File: config.mk
export PLATFORM = sky130hd
export DESIGN_NAME = addr_hash_lookup
export DESIGN_NICKNAME = d
export VERILOG_FILES = /design/src/rtl/ahl_pkg.sv /design/src/rtl/gf2_serial_mulmod.sv /design/src/rtl/ahl_bucket_decode.sv /design/src/rtl/ahl_tag_pair_cmp.sv /design/src/rtl/addr_hash_lookup.sv
export SDC_FILE = /design/constraint.sdc
export NUM_CORES = 1
export LEC_CHECK = 0
export ABC_AREA = 1
export BUFFER_PORTS_ARGS = -buffer_cell sky130_fd_sc_hd__buf_2
export CAP_MARGIN = 20
export CORE_ASPECT_RATIO = 1.25
export CORE_MARGIN = 4
export CORE_UTILIZATION = 40
export CTS_CLUSTER_DIAMETER = 200
export DETAILED_ROUTE_END_ITERATION = 8
export GPL_ROUTABILITY_DRIVEN = 0
export PLACE_DENSITY = 0.57
export SKIP_LAST_GASP = 1
export SLEW_MARGIN = 20
export SYNTH_ARGS = -nofsm -noshare
export SYNTH_HDL_FRONTEND = slang
export SYNTH_SLANG_ARGS = --single-unit
File: constraint.sdc
create_clock -name clk -period 3.7 [get_ports clk]
set_input_delay 0.37 -clock clk [delete_from_list [all_inputs] [get_ports clk]]
set_output_delay 0.37 -clock clk [all_outputs]
set_load 0.005 [all_outputs]
File: src/rtl/ahl_pkg.sv
package ahl_pkg;
  localparam int HASH_W = 48;
  // generator without its X^48 term: X^36 + X^25 + X^10 + 1
  localparam logic [HASH_W-1:0] GEN_LOW = 48'h0010_0200_0401;

  typedef enum logic [2:0] {
    ST_IDLE,
    ST_HASH,
    ST_BKT_REQ,
    ST_BKT_DATA,
    ST_REC_REQ,
    ST_REC_DATA
  } lk_state_e;
endpackage

File: src/rtl/gf2_serial_mulmod.sv
module gf2_serial_mulmod
  import ahl_pkg::*;
#(
  parameter int W = HASH_W,
  parameter logic [W-1:0] POLY_LOW = GEN_LOW
) (
  input  logic         clk,
  input  logic         rst,
  input  logic         start,
  input  logic [W-1:0] a,
  input  logic [W-1:0] m,
  output logic         busy,
  output logic         done,
  output logic [W-1:0] product
);
  localparam int CNT_W = $clog2(W);

  logic [W-1:0]     acc_q, a_q, m_q;
  logic [CNT_W-1:0] bit_q;
  logic             busy_q, done_q;
  logic [W-1:0]     shifted, acc_nxt;

  // Horner step, multiplier MSB first: acc = acc*X mod G, then add A when bit set
  always_comb begin
    shifted = {acc_q[W-2:0], 1'b0} ^ (acc_q[W-1] ? POLY_LOW : '0);
    acc_nxt = shifted ^ (m_q[bit_q] ? a_q : '0);
  end

  always_ff @(posedge clk) begin
    if (rst) begin
      acc_q  <= '0;
      a_q    <= '0;
      m_q    <= '0;
      bit_q  <= '0;
      busy_q <= 1'b0;
      done_q <= 1'b0;
    end else begin
      done_q <= 1'b0;
      if (!busy_q && start) begin
        a_q    <= a;
        m_q    <= m;
        acc_q  <= '0;
        bit_q  <= CNT_W'(W-1);
        busy_q <= 1'b1;
      end else if (busy_q) begin
        acc_q <= acc_nxt;
        if (bit_q == '0) begin
          busy_q <= 1'b0;
          done_q <= 1'b1;
        end else begin
          bit_q <= bit_q - 1'b1;
        end
      end
    end
  end

  assign busy    = busy_q;
  assign done    = done_q;
  assign product = acc_q;

  // independent cycle counter for the serial window
  logic [CNT_W:0] cyc_q;
  always_ff @(posedge clk) begin
    if (rst)                   cyc_q <= '0;
    else if (!busy_q && start) cyc_q <= '0;
    else if (busy_q)           cyc_q <= cyc_q + 1'b1;
  end

  // result appears exactly W cycles after the multiply is accepted
  assert_mul_len_R1: assert property (@(posedge clk) disable iff (rst)
    done_q |-> (cyc_q == (CNT_W+1)'(W)));

  // a start during a multiply does not restart the bit walk
  assert_no_restart_R7: assert property (@(posedge clk) disable iff (rst)
    (busy_q && start && bit_q != '0) |=> (bit_q == $past(bit_q) - 1'b1));
endmodule

File: src/rtl/ahl_bucket_decode.sv
module ahl_bucket_decode #(
  parameter int WORD_W = 64,
  parameter int PTR_W  = 20,
  parameter int TAG_W  = 32
) (
  input  logic [WORD_W-1:0] word,
  output logic              vld,
  output logic [2:0]        cnt,
  output logic [PTR_W-1:0]  ptr,
  output logic [TAG_W-1:0]  tag0
);
  localparam int HALF = WORD_W / 2;

  assign vld  = word[31];
  assign cnt  = word[30:28];
  assign ptr  = word[PTR_W-1:0];
  assign tag0 = word[HALF +: TAG_W];

  logic unused_bits;
  assign unused_bits = ^word[27:PTR_W];
endmodule

File: src/rtl/ahl_tag_pair_cmp.sv
module ahl_tag_pair_cmp #(
  parameter int WORD_W = 64,
  parameter int TAG_W  = 32
) (
  input  logic [WORD_W-1:0] word,
  input  logic [TAG_W-1:0]  key,
  input  logic [2:0]        base_pos,
  input  logic [2:0]        count,
  output logic [1:0]        match
);
  localparam int HALF = WORD_W / 2;

  for (genvar k = 0; k < 2; k++) begin : g_lane
    logic [3:0] pos;
    assign pos      = {1'b0, base_pos} + 4'(k);
    assign match[k] = (pos < {1'b0, count}) && (word[k*HALF +: TAG_W] == key);
  end
endmodule

File: src/rtl/addr_hash_lookup.sv
module addr_hash_lookup
  import ahl_pkg::*;
#(
  parameter int IDX_W    = 16,
  parameter int PTR_W    = 20,
  parameter int WORD_W   = 64,
  parameter int MEM_AW   = 21,
  parameter int REC_BASE = 1 << IDX_W
) (
  input  logic              clk,
  input  logic              rst,
  input  logic              start,
  input  logic [47:0]       lookup_addr,
  input  logic [47:0]       hash_mult,
  output logic              mem_rd_en,
  output logic [MEM_AW-1:0] mem_addr,
  input  logic [WORD_W-1:0] mem_rdata,
  output logic              done,
  output logic              hit,
  output logic [PTR_W-1:0]  rec_idx
);
  localparam int TAG_W = HASH_W - IDX_W;
  localparam logic [MEM_AW-1:0] REC_BASE_A = MEM_AW'(REC_BASE);

  lk_state_e         state_q;
  logic              rd_en_q, done_q, hit_q;
  logic [MEM_AW-1:0] addr_q;
  logic [PTR_W-1:0]  idx_q, ptr_q;
  logic [TAG_W-1:0]  key_q;
  logic [2:0]        cnt_q;
  logic [1:0]        pair_q;

  logic              mul_start, mul_busy, mul_done;
  logic [HASH_W-1:0] prod;

  assign mul_start = start && (state_q == ST_IDLE);

  gf2_serial_mulmod #(.W(HASH_W), .POLY_LOW(GEN_LOW)) u_mul (
    .clk    (clk),
    .rst    (rst),
    .start  (mul_start),
    .a      (lookup_addr),
    .m      (hash_mult),
    .busy   (mul_busy),
    .done   (mul_done),
    .product(prod)
  );

  logic             bkt_vld;
  logic [2:0]       bkt_cnt;
  logic [PTR_W-1:0] bkt_ptr;
  logic [TAG_W-1:0] bkt_tag0;

  ahl_bucket_decode #(.WORD_W(WORD_W), .PTR_W(PTR_W), .TAG_W(TAG_W)) u_dec (
    .word(mem_rdata),
    .vld (bkt_vld),
    .cnt (bkt_cnt),
    .ptr (bkt_ptr),
    .tag0(bkt_tag0)
  );

  logic [2:0] base_pos;
  logic [1:0] lane_match;
  assign base_pos = {pair_q, 1'b1};

  ahl_tag_pair_cmp #(.WORD_W(WORD_W), .TAG_W(TAG_W)) u_cmp (
    .word    (mem_rdata),
    .key     (key_q),
    .base_pos(base_pos),
    .count   (cnt_q),
    .match   (lane_match)
  );

  always_ff @(posedge clk) begin
    if (rst) begin
      state_q <= ST_IDLE;
      rd_en_q <= 1'b0;
      addr_q  <= '0;
      done_q  <= 1'b0;
      hit_q   <= 1'b0;
      idx_q   <= '0;
      key_q   <= '0;
      ptr_q   <= '0;
      cnt_q   <= '0;
      pair_q  <= '0;
    end else begin
      done_q  <= 1'b0;
      rd_en_q <= 1'b0;
      unique case (state_q)
        ST_IDLE: if (start) state_q <= ST_HASH;
        ST_HASH: if (mul_done) begin
          key_q   <= prod[HASH_W-1:IDX_W];
          addr_q  <= MEM_AW'(prod[IDX_W-1:0]);
          rd_en_q <= 1'b1;
          state_q <= ST_BKT_REQ;
        end
        ST_BKT_REQ: state_q <= ST_BKT_DATA;
        ST_BKT_DATA: begin
          if (!bkt_vld || bkt_cnt == 3'd0) begin
            done_q <= 1'b1; hit_q <= 1'b0; idx_q <= '0; state_q <= ST_IDLE;
          end else if (bkt_tag0 == key_q) begin
            done_q <= 1'b1; hit_q <= 1'b1; idx_q <= bkt_ptr; state_q <= ST_IDLE;
          end else if (bkt_cnt == 3'd1) begin
            done_q <= 1'b1; hit_q <= 1'b0; idx_q <= '0; state_q <= ST_IDLE;
          end else begin
            ptr_q   <= bkt_ptr;
            cnt_q   <= bkt_cnt;
            pair_q  <= 2'd0;
            addr_q  <= REC_BASE_A + MEM_AW'(bkt_ptr);
            rd_en_q <= 1'b1;
            state_q <= ST_REC_REQ;
          end
        end
        ST_REC_REQ: state_q <= ST_REC_DATA;
        ST_REC_DATA: begin
          if (lane_match[0]) begin
            done_q <= 1'b1; hit_q <= 1'b1; state_q <= ST_IDLE;
            idx_q  <= ptr_q + PTR_W'(base_pos);
          end else if (lane_match[1]) begin
            done_q <= 1'b1; hit_q <= 1'b1; state_q <= ST_IDLE;
            idx_q  <= ptr_q + PTR_W'(base_pos) + 1'b1;
          end else if ({1'b0, base_pos} + 4'd2 >= {1'b0, cnt_q}) begin
            done_q <= 1'b1; hit_q <= 1'b0; idx_q <= '0; state_q <= ST_IDLE;
          end else begin
            pair_q  <= pair_q + 1'b1;
            addr_q  <= REC_BASE_A + MEM_AW'(ptr_q) + MEM_AW'(pair_q) + 1'b1;
            rd_en_q <= 1'b1;
            state_q <= ST_REC_REQ;
          end
        end
        default: state_q <= ST_IDLE;
      endcase
    end
  end

  assign mem_rd_en = rd_en_q;
  assign mem_addr  = addr_q;
  assign done      = done_q;
  assign hit       = hit_q;
  assign rec_idx   = idx_q;

  // read counter per lookup, kept only for the bound check
  logic [2:0] rd_cnt_q;
  always_ff @(posedge clk) begin
    if (rst)            rd_cnt_q <= '0;
    else if (mul_start) rd_cnt_q <= '0;
    else if (rd_en_q)   rd_cnt_q <= rd_cnt_q + 1'b1;
  end

  assert_read_bound_R5: assert property (@(posedge clk) disable iff (rst)
    rd_cnt_q <= 3'd4);

  assert_read_spacing_R5: assert property (@(posedge clk) disable iff (rst)
    mem_rd_en |=> !mem_rd_en);

  assert_done_pulse_R6: assert property (@(posedge clk) disable iff (rst)
    done |=> !done);

  assert_done_quiet_R7: assert property (@(posedge clk) disable iff (rst)
    done |-> !mul_busy);
endmodule

# == After elaboration in Yosys (flattened, before gate mapping) ==
# Index checks and enable logic that the tools add are counted.
# totals
register_bits,256
input_bits,163
output_inout_bits,44
wordCells,144
# op_classes
n_addsub,10
magnitude_cmp,4
n_eq_ne,19
mux,64
n_bitwise,7
reduce_logical,23
# ops
cell,count
2-to-1 mux 21 bit,7
2-to-1 mux 20 bit,6
bitwise XOR 48 bit,2
== test 32 bit,2
case mux 21 bit (3 select lines),1
2-to-1 mux 48 bit,1
adder 17 x 20 -> 21 bit (first input constant),2
case mux 20 bit (2 select lines),1
2-to-1 mux 37 bit,1
2-to-1 mux 1 bit,24
2-to-1 mux 3 bit,8
adder 21 x 1 -> 21 bit (second input constant),1
adder 21 x 2 -> 21 bit,1
adder 20 x 1 -> 20 bit (second input constant),1
adder 20 x 3 -> 20 bit,1
2-to-1 mux 6 bit,3
case mux 3 bit (6 select lines),1
!= test 2 bit (second input constant),7
2-to-1 mux 2 bit,6
!= test 4 bit (second input constant),2
AND reduction 2 bit,4
AND reduction 8 bit,1
< comparator 6 x 7 -> 1 bit (second input constant),1
AND reduction 7 bit,1
27 further kinds,42

# == Longest topological paths before layout ==
# logic_depth
ltp_word,7
ltp_mapped,17

# == Hierarchy ==
# Synthesis repeated with hierarchy kept, for this count alone.
# unflattened
hier_cells,2400
hier_area_um2,15078.2
# by_module_without_submodules
module,n_inst,cells_per_inst,area_per_inst_um2,seq_area_each_um2
gf2_serial_mulmod,1,1047,6880.3,3042.9
addr_hash_lookup,1,1003,6516.2,2082.0
ahl_tag_pair_cmp,1,294,1261.2,0.0
ahl_bucket_decode,1,56,420.4,0.0

# == Worst setup path before layout ==
# OpenSTA, ideal clock, no wires.
# synth_path
path_type,reg2reg
start,register pair_q[0]
end,"register addr_q[18], in the netlist mem_addr[18]"
arrival_time_ns,2.301
required_ns,3.584
path_slack_ns,1.284
stages_incl_launch_ff,18
n_path_buf,0
period_less_slack_ns,2.416
cell_sequence,dfxtp_1 > inv_1 > ha_1 > fa_1 > inv_1 > nand3_1 > nor2_1 > inv_1 > nor2_2 > nand2_1 > nor3_1 > nor2_1 > nor3_2 > nor2_1 > nand2_1 > nand2_1 > nor2_1 > nor2_1
# synth_between
elab_chain_cells,6
# synth_rtl
item,line,rtl
from (decl),addr_hash_lookup.sv:31,logic [1:0] pair_q;
from (signal assigned),addr_hash_lookup.sv:125,pair_q <= pair_q + 1'b1;
adder 21 x 2 -> 21 bit,addr_hash_lookup.sv:126,addr_q <= REC_BASE_A + MEM_AW'(ptr_q) + MEM_AW'(pair_q) + 1'b1;
adder 21 x 1 -> 21 bit,addr_hash_lookup.sv:126,
2-to-1 mux 21 bit,addr_hash_lookup.sv:122,"end else if ({1'b0, base_pos} + 4'd2 >= {1'b0, cnt_q}) begin"
2-to-1 mux 21 bit,addr_hash_lookup.sv:119,end else if (lane_match[1]) begin
2-to-1 mux 21 bit,addr_hash_lookup.sv:116,if (lane_match[0]) begin
case mux 21 bit (3 select lines),addr_hash_lookup.sv:89,unique case (state_q)
to (signal assigned),addr_hash_lookup.sv:93,addr_q <= MEM_AW'(prod[IDX_W-1:0]);
to (signal assigned),addr_hash_lookup.sv:109,addr_q <= REC_BASE_A + MEM_AW'(bkt_ptr);
to (signal assigned),addr_hash_lookup.sv:126,
to (decl),addr_hash_lookup.sv:27,logic [MEM_AW-1:0] addr_q;
# Several ways; a longest one is shown, not always the timed one. The select of a mux whose other input is x is not followed.
# A chain may end at the register's enable or synchronous reset.

# == Final worst setup path ==
# layout_path
start,register pair_q[0]
end,"register idx_q[19], in the netlist rec_idx[19]"
# layout_between
elab_chain_cells,6
# layout_rtl
item,line,rtl
"parallel branches: the longest is 6 deep, another holds adder 20 x 3 -> 20 bit",-,
to (signal assigned),addr_hash_lookup.sv:118,idx_q <= ptr_q + PTR_W'(base_pos);
to (signal assigned),addr_hash_lookup.sv:121,idx_q <= ptr_q + PTR_W'(base_pos) + 1'b1;
to (decl),addr_hash_lookup.sv:28,"logic [PTR_W-1:0] idx_q, ptr_q;"
# Parallel ways; which one is timed is not known.

==> summary.md <==
| Metric | Value |
|---|---|
| Outcome | `finished, final reports clean` |
| CTS sink count | `256` |
| Commonest non-fill, non-tap cell in the layout | `nand2_1` |
| Yosys top cell by area | `dfxtp_1` |
| Syn_nets | `2374` |
| Via count | `14700` |
| Syn_area_per_cell | `6.40 µm²` |
| Count of antenna-violating nets left after detailed routing | `0` |
| Critical Path Most Common Cell | `inv_1` |
| WL/cell | `17.1 µm` |
| FP Rows | `76` |
| Setup WS post-layout | `0.629 ns` |
| Req. time, crit path | `4.13 ns` |
| Maximum root-to-sink buffer count | `3` |
| Hold WC Path Type | `in -> reg` |
| CP endpoint kind | `flop` |
| Rel. slew slack | `32.5%` |
| Post-synthesis simple-gate area fraction | `32.4%` |
| CP max stage delay | `0.58 ns` |
| Cts hold-fix bufs | `0` |
| Setup bufs post-CTS | `0` |
| Width of the die | `176 µm` |
| Synth Cell Area | `14000 µm²` |
| Max Clk Rate | `326 MHz` |
| CTS tree | `built` |
| RSZ-0062 raised after global routing | `no` |
| Seq/Total Area, Yosys | `36.5%` |
| Total track usage | `24.6%` |
| CTS buffer count | `29` |
| Setup TNS | `0 ns` |
| FF/Latch Area | `5130 µm²` |
| Final setup vio count | `0` |
| TritonRoute pass-1 iters | `5` |
| Worst Path Class, Setup | `reg -> reg` |
| Starting density of the core | `40.6%` |
| Max_cap viols | `0` |
| Vias per cell | `5.17` |
| DIE HEIGHT | `218 µm` |
| Slowest CP cell | `fa_1` |
| Core area | `34600 µm²` |
| Delay-heaviest family, CP | `buffers and inverters` |
| Area contributors post-synth | `dfxtp_1, nand2_1, nor2_1, o21ai_0, nand3_1` |
| Nets@finish | `2528` |
| Synth Flop Type | `dfxtp_1` |
| Most frequent cells in the layout | `nand2_1, nor2_1, dfxtp_1` |
| CP Buf/Inv Count | `4` |
| # DRC | `0` |
| Iter 0 DRT Violations | `1163` |
| Distinct cell type count after synthesis | `45` |
| Post-synthesis mux area share | `0%` |
| Clock skew | `0.0169 ns` |
| Synth Area in Compound Gates | `17.1%` |
| Placed Cells | `2786` |
| Max FO, Critical Path | `20` |
| DP HPWL | `36900 µm` |
| Multi-input gate area | `7510 µm²` |
| Die Area | `38200 µm²` |
| Global route total overflow | `0` |
| DP Worst Slack | `0.684 ns` |
| Synth async-reset ratio | `0%` |
| Leakage power | `7.28 nW` |
| Number of global-route vias before repair | `14100` |
| Area share of the largest cell type after synthesis | `36.5%` |
| Initial antenna violation count | `3` |
| Synth Instances | `2195` |
| Crit path launch type | `flop` |
| Pwr dens | `531 nW/µm²` |
| Minimum clock period | `3.07 ns` |
| Main combinational cell family by area after synthesis | `simple AND/OR/NAND/NOR gates` |
| Clock-pin slew on the worst setup and hold paths | `0.06 ns` |
| First-pass GRT wire length | `75300 µm` |
| I/O pins | `207` |
| H-tree depth | `1` |
| Xor and xnor area share after synthesis | `2.49%` |
| Tcrit/Tclk final | `83.0%` |
| Share of cells above drive strength 1 | `13.3%` |
| Post-Synth Adder-Cell Area | `1.59%` |
| Area delta synth->final | `15.6%` |
| Yosys reg bits | `256` |
| Fin. Hold Viols | `0` |
| Post-cts resize count | `0` |
| Clock Latency Late Sink | `0.56 ns` |
| Non-Filler Instances | `2835` |
| Slew @ Worst Pin | `1.01 ns` |
| WL final | `48600 µm` |
| Worst VDD drop | `0.426 mV` |
| Fillers | `3778` |
| Clk root buf | `clkbuf_16` |
| Synthesis warning total | `0` |
| Post-synth EDFFs | `0` |
| Largest net degree at the start of global routing | `102` |
| I/O Buffers | `206` |
| Final Max Slew Viols | `0` |
| Crit-path cells | `inv_1 > fa_1 > inv_1 > nand3_1 > nand2_1 > a211oi_1 > nand2_1 > inv_1 > nand2_2 > buf_4 > o21bai_1 > a21oi_1` |
| Crit path DAT | `3.50 ns` |
## power breakdown
part	internal, mW	switching, mW	total (mW)	leakage [nW]
combinational	0.791	1.58	2.38	4.77
clock	1.58	1.13	2.71	0.422
sequential	3.19	0.353	3.54	2.09
## Yosys cell counts (all sizes together), types with 4 or more instances
| cell | number |
|---|---|
| ha | 13 |
| o221ai | 15 |
| o22ai | 4 |
| o211ai | 10 |
| xnor2 | 27 |
| buf | 33 |
| inv | 246 |
| o21bai | 17 |
| a21oi | 157 |
| nand2 | 423 |
| and2 | 4 |
| nor3 | 12 |
| xor2 | 12 |
| o21ai | 240 |
| nor2 | 403 |
| nand4 | 26 |
| or2 | 10 |
| nand3 | 197 |
| nand3b | 5 |
| dfxtp | 256 |
| clkbuf | 72 |
## final timing paths
kind / startpoint / slack (ns) / cells after the start / end
worst max-delay path: pair_q[0] / 0.63 / 12 / rec_idx[19]
worst min-delay path: lookup_addr[29] / 0.07 / 3 / u_mul.a_q[29]
worst max register to register: pair_q[0] / 0.63 / 12 / rec_idx[19]
worst min register to register: u_mul.m_q[5] / 0.45 / 2 / u_mul.m_q[5]
## registers in the layout, summed over array words and instances, names as in the netlist, 2 cells and up
name	flops
u_mul.a_q	48
u_mul.product	48
state_q	3
mem_addr	21
u_mul.bit_q	6
pair_q	2
rec_idx	20
u_mul.m_q	48
key_q	32
cnt_q	3
ptr_q	20
## tightest hold or removal path, cell delays in order
cell     delay [ns]
buf_2          0.07
o21ai_0        0.07
nor2_1         0.07
## kinds of logic (layout without fill, tap and decap cells)
family,Yosys count,in the layout
xor+xnor,39,39
compound gates,449,449
fa+ha+maj,16,16
other cells,0,1
flops,256,256
simple gates,1081,1081
buf+inv,354,525
## layout make-up
type / count / share of cell area [%]
diodes: 1 / 0.0154
well taps: 468 / 3.60
multi-input cells: 1585 / 46.3
flip-flops and latches: 256 / 31.6
clock buffers: 45 / 5.08
repair buffers: 228 / 7.44
inverters: 249 / 5.78
clock inverters: 3 / 0.246
## layer usage
metal / global-route usage [%] / vias to the layer above / share of wire, % / wire length [µm]
li1: - / 7403 / - / -
met1: 29.9 / 6684 / 42 / 20200
met2: 41.9 / 457 / 47 / 22800
met3: 3.45 / 119 / 5.2 / 2520
met4: 13.7 / 4 / 6.1 / 2970
met5: 0 / - / 0.054 / 26
## through the flow
| step | total power [mW] | cell area (µm²) | hold slack, ns | util, % |
|---|---|---|---|---|
| floorplan | 5.34 | 14000 | 0.429 | - |
| global placement | 5.93 | 15400 | 0.443 | 44.4 |
| detailed placement | 5.99 | 15400 | 0.447 | 44.4 |
| CTS | 8.72 | 16200 | 0.0388 | 46.9 |
| global route | 9.22 | 16200 | 0.0616 | 46.9 |
| finish | 8.62 | 16200 | 0.0650 | 46.9 |
Note: power is estimated with default switching activity, not from simulation.
